--- src/rtl/hz_pkg.sv ---
package hz_pkg;
  localparam int SEL_W = 3;
  localparam logic [SEL_W-1:0] SEL_RF = 3'b001;
  localparam logic [SEL_W-1:0] SEL_XM = 3'b010;
  localparam logic [SEL_W-1:0] SEL_MW = 3'b100;
endpackage

--- src/rtl/hz_src_match.sv ---
module hz_src_match #(
  parameter int REG_BITS = 5
) (
  input  logic                use_i,
  input  logic [REG_BITS-1:0] src_i,
  input  logic                valid_i,
  input  logic                wen_i,
  input  logic [REG_BITS-1:0] dst_i,
  output logic                hit_o
);
  function automatic logic reg_hit(input logic u, input logic [REG_BITS-1:0] s,
                                   input logic v, input logic w,
                                   input logic [REG_BITS-1:0] d);
    return u && v && w && (s != '0) && (s == d);
  endfunction

  assign hit_o = reg_hit(use_i, src_i, valid_i, wen_i, dst_i);
endmodule

--- src/rtl/hz_dec_check.sv ---
module hz_dec_check #(
  parameter int REG_BITS = 5,
  parameter bit HAS_XM   = 1'b1,
  parameter bit HAS_MW   = 1'b1
) (
  input  logic                mode_interlock_i,
  input  logic                use_i,
  input  logic [REG_BITS-1:0] src_i,
  input  logic                ex_valid_i,
  input  logic                ex_wen_i,
  input  logic                ex_load_i,
  input  logic [REG_BITS-1:0] ex_dst_i,
  input  logic                mem_valid_i,
  input  logic                mem_wen_i,
  input  logic [REG_BITS-1:0] mem_dst_i,
  output logic                load_use_o,
  output logic                path_stall_o
);
  logic hit_ex, hit_mem, slot_hidden, near_ex;

  hz_src_match #(.REG_BITS(REG_BITS)) u_ex (
    .use_i(use_i), .src_i(src_i), .valid_i(ex_valid_i), .wen_i(ex_wen_i),
    .dst_i(ex_dst_i), .hit_o(hit_ex));

  hz_src_match #(.REG_BITS(REG_BITS)) u_mem (
    .use_i(use_i), .src_i(src_i), .valid_i(mem_valid_i), .wen_i(mem_wen_i),
    .dst_i(mem_dst_i), .hit_o(hit_mem));

  always_comb begin
    // in slot mode the load right ahead is invisible to this operand
    slot_hidden  = hit_ex && ex_load_i && !mode_interlock_i;
    near_ex      = hit_ex && !slot_hidden;
    load_use_o   = near_ex && ex_load_i;
    path_stall_o = (near_ex && !ex_load_i && !HAS_XM) ||
                   (!near_ex && hit_mem && !HAS_MW);
  end
endmodule

--- src/rtl/hz_fwd_pick.sv ---
module hz_fwd_pick
  import hz_pkg::*;
#(
  parameter int REG_BITS = 5,
  parameter bit HAS_XM   = 1'b1,
  parameter bit HAS_MW   = 1'b1
) (
  input  logic                use_i,
  input  logic [REG_BITS-1:0] src_i,
  input  logic                mem_valid_i,
  input  logic                mem_wen_i,
  input  logic                mem_load_i,
  input  logic [REG_BITS-1:0] mem_dst_i,
  input  logic                wb_valid_i,
  input  logic                wb_wen_i,
  input  logic [REG_BITS-1:0] wb_dst_i,
  output logic [SEL_W-1:0]    sel_o
);
  logic hit_mem, hit_wb, mem_usable, take_xm, take_mw;

  hz_src_match #(.REG_BITS(REG_BITS)) u_mem (
    .use_i(use_i), .src_i(src_i), .valid_i(mem_valid_i), .wen_i(mem_wen_i),
    .dst_i(mem_dst_i), .hit_o(hit_mem));

  hz_src_match #(.REG_BITS(REG_BITS)) u_wb (
    .use_i(use_i), .src_i(src_i), .valid_i(wb_valid_i), .wen_i(wb_wen_i),
    .dst_i(wb_dst_i), .hit_o(hit_wb));

  always_comb begin
    mem_usable = hit_mem && !mem_load_i;
    take_xm    = mem_usable && HAS_XM;
    take_mw    = hit_wb && !mem_usable && HAS_MW;
    if (take_xm)      sel_o = SEL_XM;
    else if (take_mw) sel_o = SEL_MW;
    else              sel_o = SEL_RF;
  end
endmodule

--- src/rtl/hz_unit.sv ---
module hz_unit
  import hz_pkg::*;
#(
  parameter int         REG_BITS = 5,
  parameter int         NUM_SRC  = 2,
  parameter logic [1:0] FWD_MASK = 2'b11
) (
  input  logic                              mode_interlock_i,
  input  logic                              dec_valid_i,
  input  logic [NUM_SRC-1:0]                dec_use_i,
  input  logic [NUM_SRC-1:0][REG_BITS-1:0]  dec_src_i,
  input  logic                              ex_valid_i,
  input  logic                              ex_wen_i,
  input  logic                              ex_load_i,
  input  logic [REG_BITS-1:0]               ex_dst_i,
  input  logic [NUM_SRC-1:0]                ex_use_i,
  input  logic [NUM_SRC-1:0][REG_BITS-1:0]  ex_src_i,
  input  logic                              mem_valid_i,
  input  logic                              mem_wen_i,
  input  logic                              mem_load_i,
  input  logic [REG_BITS-1:0]               mem_dst_i,
  input  logic                              wb_valid_i,
  input  logic                              wb_wen_i,
  input  logic [REG_BITS-1:0]               wb_dst_i,
  output logic                              stall_o,
  output logic                              bubble_o,
  output logic                              issue_valid_o,
  output logic [NUM_SRC-1:0][SEL_W-1:0]     fwd_sel_o
);
  localparam bit HAS_XM = FWD_MASK[0];
  localparam bit HAS_MW = FWD_MASK[1];

  // named per-operand events, observed by the bound checker
  logic [NUM_SRC-1:0] op_load_use;
  logic [NUM_SRC-1:0] op_path_stall;

  for (genvar g = 0; g < NUM_SRC; g++) begin : g_op
    hz_dec_check #(.REG_BITS(REG_BITS), .HAS_XM(HAS_XM), .HAS_MW(HAS_MW)) u_dec (
      .mode_interlock_i(mode_interlock_i),
      .use_i(dec_valid_i && dec_use_i[g]),
      .src_i(dec_src_i[g]),
      .ex_valid_i(ex_valid_i), .ex_wen_i(ex_wen_i), .ex_load_i(ex_load_i),
      .ex_dst_i(ex_dst_i),
      .mem_valid_i(mem_valid_i), .mem_wen_i(mem_wen_i), .mem_dst_i(mem_dst_i),
      .load_use_o(op_load_use[g]),
      .path_stall_o(op_path_stall[g]));

    hz_fwd_pick #(.REG_BITS(REG_BITS), .HAS_XM(HAS_XM), .HAS_MW(HAS_MW)) u_fwd (
      .use_i(ex_valid_i && ex_use_i[g]),
      .src_i(ex_src_i[g]),
      .mem_valid_i(mem_valid_i), .mem_wen_i(mem_wen_i), .mem_load_i(mem_load_i),
      .mem_dst_i(mem_dst_i),
      .wb_valid_i(wb_valid_i), .wb_wen_i(wb_wen_i), .wb_dst_i(wb_dst_i),
      .sel_o(fwd_sel_o[g]));
  end

  always_comb begin
    stall_o       = (|op_load_use) || (|op_path_stall);
    bubble_o      = stall_o;
    issue_valid_o = dec_valid_i && !stall_o;
  end
endmodule

--- config.mk ---
export PLATFORM = sky130hd
export DESIGN_NAME = hz_unit
export DESIGN_NICKNAME = d
export VERILOG_FILES = /design/src/rtl/hz_pkg.sv /design/src/rtl/hz_src_match.sv /design/src/rtl/hz_dec_check.sv /design/src/rtl/hz_fwd_pick.sv /design/src/rtl/hz_unit.sv
export SDC_FILE = /design/constraint.sdc
export NUM_CORES = 1
export LEC_CHECK = 0
export ABC_AREA = 1
export BUFFER_PORTS_ARGS = -buffer_cell sky130_fd_sc_hd__buf_2
export CORE_MARGIN = 4
export CORE_UTILIZATION = 44
export DETAILED_ROUTE_END_ITERATION = 8
export PLACE_DENSITY = 0.95
export SLEW_MARGIN = 25
export SYNTH_ARGS = -nofsm -noshare
export SYNTH_HDL_FRONTEND = slang
export SYNTH_SLANG_ARGS = --single-unit
--- constraint.sdc ---
create_clock -name vclk -period 2.2
set_input_delay 0.22 -clock vclk [all_inputs]
set_output_delay 0.22 -clock vclk [all_outputs]
set_load 0.05 [all_outputs]
==> metrics, run 1 <==
run status completed; WL/cell around 10 um; layout net count ~250; Unique masters post-synth 19; leakage power around 0.59 nW; crit-path cells buf_2, inv_2, nand2_1, nand3_1, nor2_1, nand2_1, nor2_2, inv_1, nor2_2, buf_2; routability cong. around 0.94; Reg area 0 sq um; PD cells 159 nW/um^2; Total GRT Usage 0.202; Worst setup SP type input port; Mapped Area 676 sq um; Worst EP arrival approximately 1200 ps; drt first pass iters 4; final std cells w/o fill between 200 and 250; vias in the first global route ~920; Hold-fix buffers, CTS 0; number of remaining DRC errors 0; Req. time, crit path between 1500 and 2000 ps; most common cell after layout, fill and taps aside buf_2; first-pass GRT wire length 3460 um; core area between 1000 and 1500 sq um; antenna cell count 0; final worst-path cycle share 0.633; CP startpoint ex_src_i[3]; layout cells sized above 1 0.322; Worst-Margin Slew between 200 and 300 ps; vias per cell just under 5; RSZ-0062 raised after global routing no; Total Power roughly 0.15 mW; mean post-synth cell area 4.60 sq um; number of DRC markers in iteration 0 32; postcts setup bufs 0; critical path's slowest cell buf_2; slew margin rel. 0.834; PortBufs 58; crit path time final roughly 1400 ps; final hold vios 0; Hold Path Class input port to primary output; Die X around 47 um; drt total wl between 2000 and 2500 um; Core Rows 13; Pins Over Slew Limit 0; WS Path Type input port to primary output; Setup TNS 0 ps; pin count of the biggest net entering global routing 5; gr ovfl total 0; delay-heaviest family, CP simple AND/OR/NAND/NOR gates; Die ar. ~2200 sq um; cell count after placement ~220; most frequent cells in the layout buf_2, nand2_1, nor2_1; die height ~47 um; Buf/Inv on CP 4; Hold Path Origin dec_valid_i; initial antenna violation count 0; Max-Cap Viols 0; Max VDD drop between 0.00009 and 0.0001 V; final sequential cell count 0; Setup crit end kind primary output; area growth from synthesis to layout 42.4%; synth warn 0; Syn Nets about 200; sequential fraction of the synthesis area 0; clkbuf count 0; final core area utilization 0.704; final setup violation count 0; Starting Density 0.495; Gates resized, CTS repair 0; Vias 1,060; synthesized netlist cell count approximately 150; Routed Antenna Nets 0; num ports slightly below 60; placed wire-length estimate 2060 um; crit path max fanout 4; max frequency 718 MHz; Cell Area, Placed 962 sq um; final instance area a little under 1000 sq um; Max stage delay on crit path around 260 ps
metrics by stage:
stage                     setup slack (ps)  hold slack, ps
after detailed placement               808             839
after CTS                              804             841
after global routing                   674             851
final                                  807             841
after global placement                 830             830
after floorplan                        359             655
path summary, 6_finish.rpt:
| path | end | slack, ps | depth (start not counted) |
|---|---|---|---|
| min | issue_valid_o | 840 | 4 |
| max | fwd_sel_o[2] | 810 | 10 |
synth_stat cells, drive strengths merged:
cell / count / share of area
a21oi: 1 / 0.0074
clkinv: 1 / 0.0056
buf: 3 / 0.033
nor3b: 2 / 0.030
o21ai: 6 / 0.044
nor3: 2 / 0.015
inv: 23 / 0.13
nor2: 38 / 0.23
nand2b: 1 / 0.0093
nand3: 11 / 0.081
nand4: 1 / 0.0093
xnor2: 8 / 0.10
xor2: 3 / 0.039
o2111ai: 1 / 0.013
nand2: 46 / 0.26
cells by family (layout without fill, tap and decap cells):
kind of cell,after synthesis,in the layout,synth area share
AOI/OAI and AO/OA,8,8,0.0648
buffers and inverters,27,82,0.167
xor gates and xnor gates,11,11,0.143
and+or+nand+nor,101,101,0.626
power by group:
group / switching, mW / internal, mW / total [mW]
logic: 0.0830 / 0.0696 / 0.153
registers: 0 / 0 / 0
clock network: 0 / 0 / 0
per-layer routing:
| layer | wire length, um | track usage | vias to the layer above |
|---|---|---|---|
| met4 | 34 | 0.0442 | 0 |
| met5 | 0 | 0 | - |
| li1 | - | - | 553 |
| met2 | 1140 | 0.360 | 39 |
| met1 | 893 | 0.264 | 464 |
| met3 | 141 | 0.0115 | 4 |
layout make-up:
class,instances,area (sq um)
repair buffers,58,290
multi-input cells,120,563
inverters,24,90.1
well taps,15,18.8
fillers,123,404
Note: power is estimated with default switching activity, not from simulation.
==> run 2, diff against run 1 <==
--- a/config.mk
+++ b/config.mk
@@ -8,7 +8,7 @@
 export ABC_AREA = 1
 export BUFFER_PORTS_ARGS = -buffer_cell sky130_fd_sc_hd__buf_2
 export CORE_MARGIN = 4
-export CORE_UTILIZATION = 44
+export CORE_UTILIZATION = 41
 export DETAILED_ROUTE_END_ITERATION = 8
 export PLACE_DENSITY = 0.95
 export SLEW_MARGIN = 25
==> constraint.sdc (replaced) <==
create_clock -name vclk -period 1.3
set_input_delay 0.13 -clock vclk [all_inputs]
set_output_delay 0.13 -clock vclk [all_outputs]
set_load 0.05 [all_outputs]
==> metrics, run 2 (synthesis gave the netlist of run 1 again) <==
run status completed; Max VDD drop 0.000137 V; core area 1520 sq um; PortBufs 58; Setup crit end kind primary output; final sequential cell count 0; Hold Path Class input port to primary output; crit path max fanout 4; Setup TNS 0 ps; die height between 40 and 50 um; drt first pass iters 5; final std cells w/o fill 218; leakage power just under 0.6 nW; slew margin rel. 0.830; Max stage delay on crit path roughly 210 ps; WS Path Type input port to primary output; Starting Density 0.443; number of remaining DRC errors 0; Reg power frac 0; vias in the first global route about 760; area growth from synthesis to layout 44.4%; final hold vios 0; Worst EP arrival between 1000 and 1500 ps; most common cell after layout, fill and taps aside buf_2; number of DRC markers in iteration 0 17; Vias 995; final worst-path cycle share 0.955; routability cong. between 0.8 and 0.9; Critical Path Most Common Cell nor2_2; crit path time final around 1200 ps; initial antenna violation count 0; PD cells 263 nW/um^2; final core area utilization 0.640; clkbuf count 0; Die X approximately 50 um; P_sw 0.138 mW; Hold-fix buffers, CTS 0; max frequency 805 MHz; Total GRT Usage 0.152; worst hold margin approximately 700 ps; logic gate share of total power 1.000; final setup margin 58.3 ps; postcts setup bufs 0; cell count after placement around 220; pin count of the biggest net entering global routing 5; placed wire-length estimate 1860 um; Req. time, crit path about 1200 ps; final instance area 976 sq um; delay-heaviest family, CP simple AND/OR/NAND/NOR gates; Core Rows 14; layout cells sized above 1 0.332; Worst-Margin Slew approximately 260 ps; WL/cell approximately 9.6 um; Buf/Inv on CP 3; first-pass GRT wire length just over 3000 um; Pins Over Slew Limit 0; Reg area 0 sq um; final setup violation count 0; Total Power about 0.26 mW; switching share of power 0.537; most frequent cells in the layout buf_2, nand2_1, nor2_1; Worst setup SP type input port; gr ovfl total 0; drt total wl roughly 2100 um; P_int around 0.12 mW; clock network power share 0; Post-Place Worst Slack 68.8 ps; Routed Antenna Nets 0; crit-path cells buf_2, xor2_1, nor2_1, nand2_1, nor2_2, inv_1, nor2_2, buf_4; layout net count between 200 and 300; Max-Cap Viols 0; # fillers between 150 and 200; Die ar. 2360 sq um; critical path's slowest cell buf_4; num ports slightly below 60; area occupied by multi-input gates ~570 sq um; Cell Area, Placed roughly 970 sq um; vias per cell approximately 4.6; antenna cell count 0
==> run 2: changes by cell type in the layout (fill, tap and decap cells not counted) <==
cell,change
nand2_2,+1
nand2_1,-1
buf_4,+1
nor2_4,+1
nor2_1,-1
buf_2,-1
==> run 2: routing by layer <==
layer | track usage | share of wire | up-vias
met3 | 0.00920 | 0.056 | 0
met1 | 0.220 | 0.45 | 408
met2 | 0.259 | 0.49 | 32
met4 | 0 | 0 | 0
met5 | 0 | 0 | -
li1 | - | - | 555
==> run 2: repair_timing <==
item / in CTS / in global routing
resized for setup: 0 / 2
endpoints found under the hold margin: 0 / 0
endpoints found under the setup margin: 0 / 1
==> run 2: cell type report <==
| class | instances | share of cell area |
|---|---|---|
| inverters | 24 | 0.0923 |
| well taps | 16 | 0.0205 |
| multi-input cells | 120 | 0.587 |
| repair buffers | 58 | 0.300 |
==> run 2: path summary, 6_finish.rpt <==
path | to | start | cells past startpoint | slack [ps]
worst min-delay path | issue_valid_o | dec_valid_i | 4 | 700
worst max-delay path | fwd_sel_o[2] | ex_src_i[2] | 8 | 60
==> run 2: worst min-delay path: stages <==
cell and delay, ps:
buf_2 120, inv_1 80, nor2_4 40, buf_2 200
==> run 2: power by group through the flow <==
stage / sequential, mW / clock [mW] / combinational [mW]
3_3_place_gp: 0 / 0 / 0.252
5_1_grt: 0 / 0 / 0.290
2_1_floorplan: 0 / 0 / 0.134
3_5_place_dp: 0 / 0 / 0.255
6_report: 0 / 0 / 0.257
4_1_cts: 0 / 0 / 0.256
